## src/rtl/lcd_rot_pkg.sv

```systemverilog
package lcd_rot_pkg;
  typedef enum logic [2:0] {
    MODE_NORM  = 3'd0,
    MODE_HFLIP = 3'd1,
    MODE_VFLIP = 3'd2,
    MODE_BOTH  = 3'd3,
    MODE_ROT   = 3'd4
  } scan_mode_e;

  function automatic logic mode_reserved(input logic [2:0] code);
    return code > 3'd4;
  endfunction
endpackage

```

## src/rtl/lcd_rot_cfg.sv

```systemverilog
module lcd_rot_cfg
  import lcd_rot_pkg::*;
#(
  parameter int AW = 18
) (
  input  logic          clk_i,
  input  logic          rst_ni,
  input  logic          run_i,
  input  logic [2:0]    mode_i,
  input  logic [AW-1:0] start_i,
  output logic          run_ok_o,
  output scan_mode_e    mode_o,
  output logic [AW-1:0] start_o,
  output logic          err_o
);
  logic          running_q;
  logic [2:0]    raw_q;
  scan_mode_e    mode_q;
  logic [AW-1:0] start_q;
  logic          err_q;
  logic          capture;
  logic          dirty;

  assign capture = run_i & ~running_q;
  assign dirty   = running_q & run_i & ((mode_i != raw_q) | (start_i != start_q));

  always_ff @(posedge clk_i or negedge rst_ni) begin
    if (!rst_ni) begin
      running_q <= 1'b0;
      raw_q     <= '0;
      mode_q    <= MODE_NORM;
      start_q   <= '0;
      err_q     <= 1'b0;
    end else begin
      running_q <= run_i;
      if (capture) begin
        raw_q   <= mode_i;
        start_q <= start_i;
        mode_q  <= mode_reserved(mode_i) ? MODE_NORM : scan_mode_e'(mode_i);
        if (mode_reserved(mode_i)) err_q <= 1'b1;
      end
      if (dirty) err_q <= 1'b1;
    end
  end

  assign run_ok_o = running_q & run_i;
  assign mode_o   = mode_q;
  assign start_o  = start_q;
  assign err_o    = err_q;

  AST_SHADOW_HELD: assert property (@(posedge clk_i) disable iff (!rst_ni)
    (running_q && $past(running_q)) |-> ($stable(mode_q) && $stable(start_q)));
  AST_ERR_STICKY: assert property (@(posedge clk_i) disable iff (!rst_ni)
    err_q |=> err_q);
endmodule

```

## src/rtl/lcd_rot_scan.sv

```systemverilog
module lcd_rot_scan #(
  parameter int W = 320,
  parameter int H = 240
) (
  input  logic clk_i,
  input  logic rst_ni,
  input  logic rot_i,
  input  logic kill_i,
  input  logic load_i,
  input  logic adv_i,
  output logic active_o,
  output logic eol_o
);
  localparam int MAXD = (W > H) ? W : H;
  localparam int CW   = (MAXD > 1) ? $clog2(MAXD) : 1;
  localparam logic [CW-1:0] W_LAST = CW'(W - 1);
  localparam logic [CW-1:0] H_LAST = CW'(H - 1);

  logic [CW-1:0] col_q, row_q;
  logic          active_q;
  logic [CW-1:0] col_last, row_last;
  logic          eof;

  assign col_last = rot_i ? H_LAST : W_LAST;
  assign row_last = rot_i ? W_LAST : H_LAST;
  assign eol_o    = (col_q == col_last);
  assign eof      = eol_o & (row_q == row_last);

  always_ff @(posedge clk_i or negedge rst_ni) begin
    if (!rst_ni) begin
      col_q    <= '0;
      row_q    <= '0;
      active_q <= 1'b0;
    end else if (kill_i) begin
      active_q <= 1'b0;
    end else if (load_i) begin
      col_q    <= '0;
      row_q    <= '0;
      active_q <= 1'b1;
    end else if (adv_i && active_q) begin
      if (eol_o) begin
        col_q <= '0;
        if (eof) active_q <= 1'b0;
        else     row_q    <= row_q + 1'b1;
      end else begin
        col_q <= col_q + 1'b1;
      end
    end
  end

  assign active_o = active_q;

  AST_COL_RANGE: assert property (@(posedge clk_i) disable iff (!rst_ni)
    active_q |-> (col_q <= col_last && row_q <= row_last));
  AST_FRAME_END: assert property (@(posedge clk_i) disable iff (!rst_ni)
    (adv_i && active_q && eof && !load_i && !kill_i) |=> !active_q);
endmodule

```

## src/rtl/lcd_rot_walk.sv

```systemverilog
module lcd_rot_walk
  import lcd_rot_pkg::*;
#(
  parameter int W  = 320,
  parameter int AW = 18
) (
  input  logic          clk_i,
  input  logic          rst_ni,
  input  logic          load_i,
  input  logic          adv_i,
  input  logic          eol_i,
  input  scan_mode_e    mode_i,
  input  logic [AW-1:0] start_i,
  output logic [AW-1:0] addr_o
);
  localparam logic [AW-1:0] PIX   = AW'(2);
  localparam logic [AW-1:0] PITCH = AW'(2 * W);
  localparam logic [AW-1:0] EDGE  = AW'(2 * (W - 1));

  logic [AW-1:0] cur_q, base_q;
  logic [AW-1:0] init_a, pix_step, line_step, next_line;

  always_comb begin
    init_a    = start_i;
    pix_step  = PIX;
    line_step = PITCH;
    unique case (mode_i)
      MODE_HFLIP: begin init_a = start_i + EDGE; pix_step = -PIX;   line_step = PITCH;  end
      MODE_VFLIP: begin init_a = start_i - EDGE; pix_step = PIX;    line_step = -PITCH; end
      MODE_BOTH:  begin                          pix_step = -PIX;   line_step = -PITCH; end
      MODE_ROT:   begin                          pix_step = -PITCH; line_step = -PIX;   end
      default:    begin end
    endcase
  end

  assign next_line = base_q + line_step;

  always_ff @(posedge clk_i or negedge rst_ni) begin
    if (!rst_ni) begin
      cur_q  <= '0;
      base_q <= '0;
    end else if (load_i) begin
      cur_q  <= init_a;
      base_q <= init_a;
    end else if (adv_i) begin
      if (eol_i) begin
        base_q <= next_line;
        cur_q  <= next_line;
      end else begin
        cur_q  <= cur_q + pix_step;
      end
    end
  end

  assign addr_o = cur_q;
endmodule

```

## src/rtl/lcd_rot_addr_gen.sv

```systemverilog
module lcd_rot_addr_gen
  import lcd_rot_pkg::*;
#(
  parameter int W  = 320,
  parameter int H  = 240,
  parameter int AW = 18
) (
  input  logic          clk_i,
  input  logic          rst_ni,
  input  logic          run_i,
  input  logic          frame_start_i,
  input  logic          pix_adv_i,
  input  logic [2:0]    mode_i,
  input  logic [AW-1:0] start_addr_i,
  output logic [AW-1:0] addr_o,
  output logic          addr_vld_o,
  output logic          cfg_err_o
);
  logic          run_ok, active, eol, load, accept;
  scan_mode_e    mode_s;
  logic [AW-1:0] start_s, cur_addr;

  lcd_rot_cfg #(.AW(AW)) u_cfg (
    .clk_i, .rst_ni, .run_i,
    .mode_i, .start_i(start_addr_i),
    .run_ok_o(run_ok), .mode_o(mode_s), .start_o(start_s), .err_o(cfg_err_o)
  );

  assign load   = run_ok & frame_start_i;
  assign accept = run_ok & active & pix_adv_i & ~frame_start_i;

  lcd_rot_scan #(.W(W), .H(H)) u_scan (
    .clk_i, .rst_ni,
    .rot_i(mode_s == MODE_ROT), .kill_i(~run_ok),
    .load_i(load), .adv_i(accept),
    .active_o(active), .eol_o(eol)
  );

  lcd_rot_walk #(.W(W), .AW(AW)) u_walk (
    .clk_i, .rst_ni,
    .load_i(load), .adv_i(accept), .eol_i(eol),
    .mode_i(mode_s), .start_i(start_s), .addr_o(cur_addr)
  );

  always_ff @(posedge clk_i or negedge rst_ni) begin
    if (!rst_ni) begin
      addr_o     <= '0;
      addr_vld_o <= 1'b0;
    end else begin
      addr_vld_o <= accept;
      if (accept) addr_o <= cur_addr;
    end
  end

  AST_VLD_NEEDS_RUN: assert property (@(posedge clk_i) disable iff (!rst_ni)
    addr_vld_o |-> $past(run_i));
  AST_VLD_PULSE: assert property (@(posedge clk_i) disable iff (!rst_ni)
    (addr_vld_o && !$past(pix_adv_i)) |-> 1'b0);
  AST_ADDR_EVEN: assert property (@(posedge clk_i) disable iff (!rst_ni)
    addr_vld_o |-> !addr_o[0]);
endmodule

```

## config.mk

```make
export PLATFORM = sky130hd
export DESIGN_NAME = lcd_rot_addr_gen
export DESIGN_NICKNAME = d
export VERILOG_FILES = /design/src/rtl/lcd_rot_pkg.sv /design/src/rtl/lcd_rot_cfg.sv /design/src/rtl/lcd_rot_scan.sv /design/src/rtl/lcd_rot_walk.sv /design/src/rtl/lcd_rot_addr_gen.sv
export SDC_FILE = /design/constraint.sdc
export NUM_CORES = 1
export LEC_CHECK = 0
export BUFFER_PORTS_ARGS = -buffer_cell sky130_fd_sc_hd__buf_2
export CORE_MARGIN = 10
export CORE_UTILIZATION = 40
export DETAILED_ROUTE_END_ITERATION = 12
export PLACE_DENSITY = 0.66
export SYNTH_ARGS = -nofsm -noshare
export SYNTH_HDL_FRONTEND = slang
export SYNTH_SLANG_ARGS = --single-unit
```

## constraint.sdc

```tcl
create_clock -name clk_i -period 3.9 [get_ports clk_i]
set_clock_uncertainty 0.1 [all_clocks]
set_input_delay 0.78 -clock clk_i [delete_from_list [all_inputs] [get_ports clk_i]]
set_output_delay 0.78 -clock clk_i [all_outputs]
set_load 0.03 [all_outputs]
```

Yosys cells after proc, flatten, opt, wreduce, memory -nomap -nowiden:

Cells that the tools add are included.

* add/subtract/negate cells: 6
* reductions and logical operators: 13
* equality and inequality tests: 12
* multiplexer cells: 27
* div/mod/pow operators: 0
* shift-type cells: 0
* multipliers: 0
* magnitude comparators: 1
* bitwise gates (word level): 11

Operators by type and width (count)
* 18-bit 2-to-1 mux: 6
* 18-bit one-hot mux with 2 select lines: 3
* 9-bit 2-to-1 mux: 9
* 18-bit adder: 2
* 18-bit by 10-bit adder with 18-bit output (second input constant): 1
* 9-bit by 1-bit adder with 9-bit output (second input constant): 2
* 9-bit equality test: 2
* 18-bit != test: 1
* 18-bit by 10-bit subtractor with 18-bit output (second input constant): 1
* 2-bit nonzero test: 5
* 3-bit by 1-bit != test with 1-bit output (second input constant): 3
* 1-bit bitwise AND: 8
* 1-bit 2-to-1 mux: 8
* 3-bit by 2-bit equality test with 1-bit output (second input constant): 2
* 2-bit AND reduction: 3
* 4-bit AND reduction: 1
* 2-bit OR reduction: 2
* 3-bit by 1-bit equality test with 1-bit output (second input constant): 1
* 3-bit equality test (second input constant): 1
* 3-bit > comparator (second input constant): 1
* 3-bit 2-to-1 mux: 1
* 3-bit != test: 1
* 3-bit AND reduction: 1
* 2-bit != test (second input constant): 1
* other kinds (3): 4

* memories kept: 0
* bits in read-only memories: 0
* memory bits (writable): 0
* latch bits: 0
* input bits: 26
* register bits: 100

Longest topological paths before layout:

Gate-level depths: netlist of run 1.

* word-level depth: 9
* mapped depth: 12
* depth with buffers taken out: 12

Modules after synthesis:

From an unflattened synthesis of run 1, not the netlist that was laid out.

* cells, all modules: 817
* area total of the unflattened synthesis: 7390.8 um^2

By module, submodules not included
* lcd_rot_walk: times used 1, area each 4225.3 um^2, cells an instance 514, seq. area each 900.9 um^2
* lcd_rot_cfg: times used 1, area each 1248.7 um^2, cells an instance 136, seq. area each 650.6 um^2
* lcd_rot_scan: times used 1, area each 1142.3 um^2, cells an instance 123, seq. area each 475.5 um^2
* lcd_rot_addr_gen: times used 1, area each 774.5 um^2, cells an instance 44, seq. area each 475.5 um^2

Worst setup path before layout of run 1:

No wires, ideal clock.

* kind: register -> register
* start: reg u_cfg.mode_q[2] (netlist: u_cfg.mode_o[2])
* end: reg u_walk.cur_q[17] (netlist: u_walk.addr_o[17])
* data arrival time: 3.391 ns
* required time: 3.674 ns
* path buffers: 0
* path slack: 0.283 ns
* clock period less this slack: 3.617 ns
* stages on the path, launching flop included: 13
* cells stage by stage: dfrtp_1 > nand2b_1 > nor2_1 > inv_1 > fa_1 > a21o_1 > a221o_1 > nor4_2 > o41ai_2 > a31oi_1 > mux2i_1 > xnor2_1 > a221o_1

* cells in the longest elaborated chain, start to end: 7
* elaborated cells on any way between the ends: 16
* those cells by class: 2 x add/sub; 5 x eq/ne; 7 x mux; 2 x reduce/logical

RTL lines
* start: declaration: line lcd_rot_cfg.sv:18 `scan_mode_e mode_q;`
* start signal: assignment: line lcd_rot_cfg.sv:39 `mode_q <= mode_reserved(mode_i) ? MODE_NORM : scan_mode_e'(mode_i);`
* 3-bit by 1-bit equality test with 1-bit output or 3-bit by 2-bit equality test with 1-bit output (tied branches): line lcd_rot_walk.sv:27 `unique case (mode_i)`
* 2-bit OR reduction (no line)
* 18-bit one-hot mux with 2 select lines: line lcd_rot_walk.sv:27
* 18-bit adder (on tied branches): line lcd_rot_walk.sv:50, lcd_rot_walk.sv:36
* 18-bit 2-to-1 mux: line lcd_rot_walk.sv:46 `if (eol_i) begin`
* 18-bit 2-to-1 mux: line lcd_rot_walk.sv:45 `end else if (adv_i) begin`
* 18-bit 2-to-1 mux *: line lcd_rot_walk.sv:42 `end else if (load_i) begin`
* end signal: assignment: line lcd_rot_walk.sv:43 `cur_q <= init_a;`
* end signal: assignment: line lcd_rot_walk.sv:48 `cur_q <= next_line;`
* end signal: assignment: line lcd_rot_walk.sv:50 `cur_q <= cur_q + pix_step;`
* end: declaration: line lcd_rot_walk.sv:20 `logic [AW-1:0] cur_q, base_q;`

Every way passes the cells marked *; elsewhere a longest branch is shown, timed or not. The select of a mux whose other input is x is not followed.
A chain may end at the register's enable or synchronous reset.

Worst setup path after layout of run 1:

Ends and elaborated chain as after synthesis.

==> results of run 1 <==
## through the flow
stage / instances / total power, mW / cell area, um^2 / worst slack [ns] / hold slack [ns]
final: 1087 / 3.96 / 7760 / 0.276 / 0.365
after global routing: 1087 / 4.27 / 7760 / 0.0485 / 0.392
after CTS: 1087 / 3.98 / 7760 / 0.270 / 0.374
after detailed placement: 1073 / 3.12 / 7490 / 0.286 / 0.357
after global placement: 1073 / 3.10 / 7490 / 0.399 / 0.353
after floorplan: 821 / 2.73 / 7050 / 0.283 / 0.335
## power breakdown
part / total (mW) / switching (mW) / internal [mW]
registers: 1.42 / 0.195 / 1.23
clock network: 0.842 / 0.398 / 0.443
logic: 1.69 / 0.977 / 0.718
## cells in the final DEF (no fill, tap or decap), types with 4 or more instances in the layout
cell type | Yosys | layout
dfrtp_1 | 100 | 100
nor3_1 | 18 | 18
and3_1 | 9 | 9
o21ai_1 | 5 | 5
nand2b_1 | 5 | 5
mux2i_1 | 5 | 5
o21bai_1 | 6 | 6
nand4_1 | 10 | 10
a31oi_1 | 15 | 15
inv_1 | 13 | 13
nor4_1 | 7 | 7
a311oi_1 | 4 | 4
or3_1 | 12 | 12
o21ai_0 | 40 | 40
xor2_1 | 28 | 28
clkbuf_16 | 0 | 9
a21oi_1 | 52 | 52
nand3_1 | 18 | 18
nand2_1 | 171 | 171
ha_1 | 43 | 43
buf_2 | 2 | 44
a211oi_1 | 11 | 11
buf_4 | 2 | 20
nor2_1 | 60 | 60
o21a_1 | 6 | 6
nor2b_1 | 4 | 4
a21o_1 | 16 | 16
xnor2_1 | 49 | 49
## per-layer routing
metal | track usage, % | wire, um
met3 | 3.70 | 1140
met1 | 21.3 | 8690
met2 | 22.7 | 7530
met4 | 3.59 | 209
met5 | 0 | 0
## worst paths after layout
kind,cells past startpoint,endpoint,from
hold reg to reg,2,addr_o[8],addr_o[8]
setup reg to reg,12,u_walk.addr_o[17],u_cfg.mode_o[2]
setup / recovery,12,u_walk.addr_o[17],u_cfg.mode_o[2]
max in group asynchronous,2,u_scan.col_q[8],rst_ni
hold / removal,2,addr_o[8],addr_o[8]
min in group asynchronous,1,u_scan.row_q[2],rst_ni
## layout make-up
cell class	instances	area share [%]
tap	225	3.63
sequential	100	32.3
inverter	14	0.678
clock buffer	10	3.08
multi-input combinational	670	55.2
clock inverter	4	0.339
timing repair buffer	64	4.77
## flip-flops by register name (all words and copies together), names as in the netlist
signal	cells
u_scan.active_o	1
u_cfg.running_q	1
u_cfg.err_o	1
u_cfg.mode_o	3
u_cfg.raw_q	3
u_walk.addr_o	18
u_scan.col_q	9
addr_vld_o	1
u_walk.base_q	18
u_scan.row_q	9
addr_o	18
u_cfg.start_o	18
## cells by family (layout without fill, tap and decap cells)
group / Yosys count / count (layout) / synth area share [%]
DFF: 100 / 100 / 35.5
adders and majority gates: 45 / 45 / 8.19
xor gates and xnor gates: 77 / 77 / 9.56
buffers and inverters: 51 / 92 / 3.80
AOI/OAI and AO/OA: 201 / 201 / 19.2
and+or+nand+nor: 337 / 337 / 22.2
muxes: 10 / 10 / 1.61
## worst reg2reg max path, cell delays in order (launching register included)
cell	delay, ns
dfrtp_1	0.44
nand2b_1	0.24
nor2_1	0.17
inv_1	0.18
fa_1	0.45
a21o_1	0.21
a221o_1	0.33
nor4_2	0.26
o41ai_2	0.16
a31oi_1	0.26
mux2i_1	0.24
xnor2_1	0.13
a221o_1	0.36
==> impl_metrics.py, run 1 <==
metrics = {
    "outcome": {
        "status": "finished clean",
    },
    "sta": {
        "setup_violations": 0,
        "fin_crit_sh_pct": 92.9,
        "worstMarginPinSlew_ns": 0.988,
        "drv_slew": 0,
        "rsz0062_at_grt": "false",
        "max_slew_margin_pct": 34.1,
        "hold_viol": 0,
        "max_freq_ghz": 0.276,
        "setup_tns_ns": 0,
        "fin_crit_ns": 3.62,
    },
    "placement": {
        "dpl.hpwl_um": 13300,
        "gp_congestion": 0.946,
        "portBuffers": 45,
    },
    "yosys": {
        "yosysTopAreaCellShare_pct": 35.5,
        "ys_seq_area_share_pct": 35.5,
        "synth_ff_type": "dfrtp_1",
        "synth.avg_cell_area_um2": 8.59,
        "synthTopCellsByCount": "nand2_1 (171), dfrtp_1 (100), nor2_1 (60)",
        "synth_area_um2": 7050,
        "synth_cells": 821,
        "synthDistinctLibCells": 82,
        "ys_async_sr_fraction_pct": 100,
        "synth.area.top_cells": "dfrtp_1 (35%), nand2_1 (9.1%), ha_1 (7.6%)",
        "synth-warning-count": 0,
        "synth.most_common_cell": "nand2_1",
        "synth_edf_count": 0,
        "yosys.area.top_type": "dfrtp_1",
        "synth.net_count": 892,
        "ys_seq_elements": 100,
    },
    "clocking": {
        "cts_setup_buffers": 0,
        "insertion_delay_ns": 0.36,
        "post_cts_resized": 0,
        "cts_made_buffers": 9,
        "clkTransAtPathRegs_ns": 0.07,
        "cts_buffer_depth": 2,
        "ctsHoldBuffers": 0,
        "htreeDepth": 3,
        "cts_tree": "yes",
        "cts-root-buf": "clkbuf_16",
        "numClockSinks": 100,
    },
    "pwr": {
        "cellLeakagePower_nw": 3.62,
        "vdd_drop_max_v": 0.000276,
        "p_per_area_nw_per_um2": 510,
    },
    "cells_and_area": {
        "drive_gt1_share_pct": 13.0,
        "num-fill-cells": 1718,
        "areaGrowthSynthToFinish_pct": 9.95,
        "n_antenna_cell": 0,
        "regArea_um2": 2500,
        "multi_input_area_um2": 4280,
        "postLayoutCoreUtil_pct": 44.8,
        "nNetsFinal": 930,
    },
    "routing": {
        "dr.first_iter.drc_count": 407,
        "ant_nets": 0,
        "dr.pass1.iters": 5,
        "vias_per_cell": 5.52,
        "drc": 0,
        "detail_route.wl_per_cell_um": 16.2,
        "routed_wl_um": 17600,
        "vias": 5998,
    },
    "floorplan": {
        "fp.dieArea_um2": 23300,
        "rows": 48,
        "fp.coreArea_um2": 17300,
        "die_y_um": 153,
        "initial_utilization_pct": 40.8,
        "die_w_um": 153,
        "ioPinCount": 46,
    },
    "critical_path": {
        "crit_top_cell": "a221o_1",
        "cp.required_ns": 4.04,
        "setup.worst_path.end_class": "register",
        "path_class": "register to register",
        "critPathArrivalTime_ns": 3.77,
        "critical_path_buf_inv_count": 1,
        "crit_family": "compound AO/OA/AOI/OAI gates",
        "slowest_stage": "fa_1",
        "cp_max_fo": 7,
        "reg2reg_slack_ns": 0.28,
        "start_kind": "register",
        "path_cells": "nand2b_1, nor2_1, inv_1, fa_1, a21o_1, a221o_1, nor4_2, o41ai_2, a31oi_1, mux2i_1, xnor2_1, a221o_1",
        "max_stage_delay_ns": 0.45,
    },
    "run": {
        "drv_cap": 0,
    },
    "global_routing": {
        "track_usage_pct": 15.1,
        "grt_pass1_wl_um": 29700,
        "grt-ovfl-total": 0,
        "antenna_found_initial": 0,
        "grt_pass1_vias": 5853,
        "grt_max_degree": 67,
    },
    "worst_hold_path": {
        "worstHoldPathType": "register to register",
    },
}
Power figures use the tool's default switching activity.
==> run 2, diff against run 1 <==
--- a/config.mk
+++ b/config.mk
@@ -7,9 +7,10 @@
 export LEC_CHECK = 0
 export BUFFER_PORTS_ARGS = -buffer_cell sky130_fd_sc_hd__buf_2
 export CORE_MARGIN = 10
-export CORE_UTILIZATION = 40
+export CORE_UTILIZATION = 56
 export DETAILED_ROUTE_END_ITERATION = 12
-export PLACE_DENSITY = 0.66
+export PLACE_DENSITY = 0.84
+export SLEW_MARGIN = 20
 export SYNTH_ARGS = -nofsm -noshare
 export SYNTH_HDL_FRONTEND = slang
 export SYNTH_SLANG_ARGS = --single-unit
==> impl_metrics.py, run 2 (synthesized netlist as in run 1, its figures left out) <==
metrics = {
    "floorplan": {
        "fp.coreArea_um2": 12200,
        "initial_utilization_pct": 58.0,
        "die_y_um": 132,
        "fp.dieArea_um2": 17500,
        "ioPinCount": 46,
        "rows": 40,
        "die_w_um": 132,
    },
    "sta": {
        "rsz0062_at_grt": "false",
        "max_freq_ghz": 0.275,
        "drv_slew": 0,
        "setup_tns_ns": 0,
        "holdWs_ns": 0.367,
        "fin_crit_ns": 3.64,
        "hold_viol": 0,
        "worstMarginPinSlew_ns": 1.13,
        "setup_violations": 0,
        "fin_crit_sh_pct": 93.4,
        "max_slew_margin_pct": 24.1,
    },
    "clocking": {
        "post_cts_resized": 0,
        "ctsHoldBuffers": 0,
        "cts_buffer_depth": 2,
        "numClockSinks": 100,
        "cts_setup_buffers": 0,
        "insertion_delay_ns": 0.36,
        "cts-root-buf": "clkbuf_16",
        "cts_made_buffers": 9,
        "clkTransAtPathRegs_ns": 0.07,
        "cts_tree": "yes",
        "htreeDepth": 3,
    },
    "routing": {
        "vias": 6147,
        "detail_route.wl_per_cell_um": 16.8,
        "dr.first_iter.drc_count": 625,
        "ant_nets": 0,
        "vias_per_cell": 5.98,
        "dr.pass1.iters": 5,
        "drc": 0,
        "routed_wl_um": 17300,
    },
    "pwr": {
        "cellLeakagePower_nw": 3.62,
        "switchingPower_mw": 1.59,
        "swShare_pct": 39.5,
        "p_per_area_nw_per_um2": 525,
        "vdd_drop_max_v": 0.000308,
        "pwr-share-clk_pct": 22.6,
        "power_mw": 4.03,
        "p_int_mw": 2.44,
        "power.share.sequential_pct": 35.4,
        "p_comb_share_pct": 42.0,
    },
    "cells_and_area": {
        "postLayoutCoreUtil_pct": 63.2,
        "nNetsFinal": 926,
        "final_common_cell": "nand2_1",
        "num-fill-cells": 1027,
        "drive_gt1_share_pct": 12.8,
        "final_cell_mix": "nand2_1 (171), dfrtp_1 (100), nor2_1 (60), a21oi_1 (52), xnor2_1 (49)",
        "n_antenna_cell": 0,
        "layoutNonFillerInstCount": 1028,
        "areaGrowthSynthToFinish_pct": 8.99,
    },
    "critical_path": {
        "reg2reg_slack_ns": 0.26,
        "worst-r2r-cell-count": 12,
        "cp.required_ns": 4.05,
        "r2r-end": "u_walk.addr_o[17]",
        "critPathArrivalTime_ns": 3.80,
        "path_class": "register to register",
        "reg2reg_from": "u_cfg.mode_o[2]",
        "cp_max_fo": 10,
        "start_kind": "register",
        "setup.worst_path.end_class": "register",
    },
    "worst_hold_path": {
        "hp-start": "addr_o[14]",
        "hold_depth": 2,
        "min_to": "addr_o[14]",
        "worstHoldPathType": "register to register",
    },
    "run": {
        "drv_cap": 0,
    },
    "global_routing": {
        "grt_pass1_wl_um": 29200,
        "track_usage_pct": 19.8,
        "grt_max_degree": 67,
        "antenna_found_initial": 0,
        "grt_pass1_vias": 6018,
        "grt-ovfl-total": 0,
    },
    "placement": {
        "dpl.hpwl_um": 12700,
        "gp_congestion": 0.990,
        "dpl.cell_count": 1012,
        "portBuffers": 45,
    },
    "outcome": {
        "status": "finished clean",
    },
}
==> run 2: layer usage <==
metal,up-vias,track usage [%],share of wire (%),wire (um)
met2,215,31.1,46,7900
met3,31,5.07,7.4,1280
met1,2916,26.2,45,7740
met4,0,6.05,2.3,393
met5,-,0,0,0
li1,2985,-,-,-
==> run 2: power groups by stage <==
stage	Combinational, mW	Sequential (mW)	Clock [mW]
floorplan	1.27	1.46	0
global placement	1.62	1.43	0
detailed placement	1.66	1.44	0
CTS	1.68	1.42	0.926
global route	1.88	1.45	0.975
finish	1.69	1.43	0.913
==> run 2: cell type report <==
cell class / count / area, um^2 / area share, %
multi-input combinational: 670 / 4280 / 55.7
tap: 168 / 210 / 2.73
sequential: 100 / 2500 / 32.5
timing repair buffer: 60 / 340 / 4.43
clock buffer: 9 / 225 / 2.93
clock inverter: 7 / 73.8 / 0.960
inverter: 14 / 52.6 / 0.683
==> run 2: through the flow <==
step	setup WS [ns]	instance area (um^2)
3_5_place_dp	0.336	7390
6_report	0.259	7690
5_1_grt	0.0551	7690
4_1_cts	0.327	7690
2_1_floorplan	0.283	7050
3_3_place_gp	0.437	7390
==> run 2: critical path, cell delays in order (launching register included) <==
cell and delay (ns):
dfrtp_1 0.43, nand2b_1 0.22, nor2_1 0.16, buf_4 0.21, ha_1 0.34, a21o_1 0.21, a211o_2 0.34, nor4_2 0.40
o41ai_2 0.17, a31oi_1 0.23, mux2i_1 0.24, xnor2_1 0.12, a221o_1 0.35
==> run 2: worst max path at each step <==
stage                          from           endpoint  slack (ns)  depth (start not counted)
detailed placement  u_cfg.mode_o[2]  u_walk.addr_o[17]        0.34                         12
floorplan           u_cfg.mode_o[2]  u_walk.addr_o[17]        0.28                         12
CTS                 u_cfg.mode_o[2]  u_walk.addr_o[17]        0.33                         12
global route        u_cfg.mode_o[2]  u_walk.addr_o[17]        0.06                         12
global placement    u_cfg.mode_o[2]  u_walk.addr_o[17]        0.44                         12
finish              u_cfg.mode_o[2]  u_walk.addr_o[17]        0.26                         12
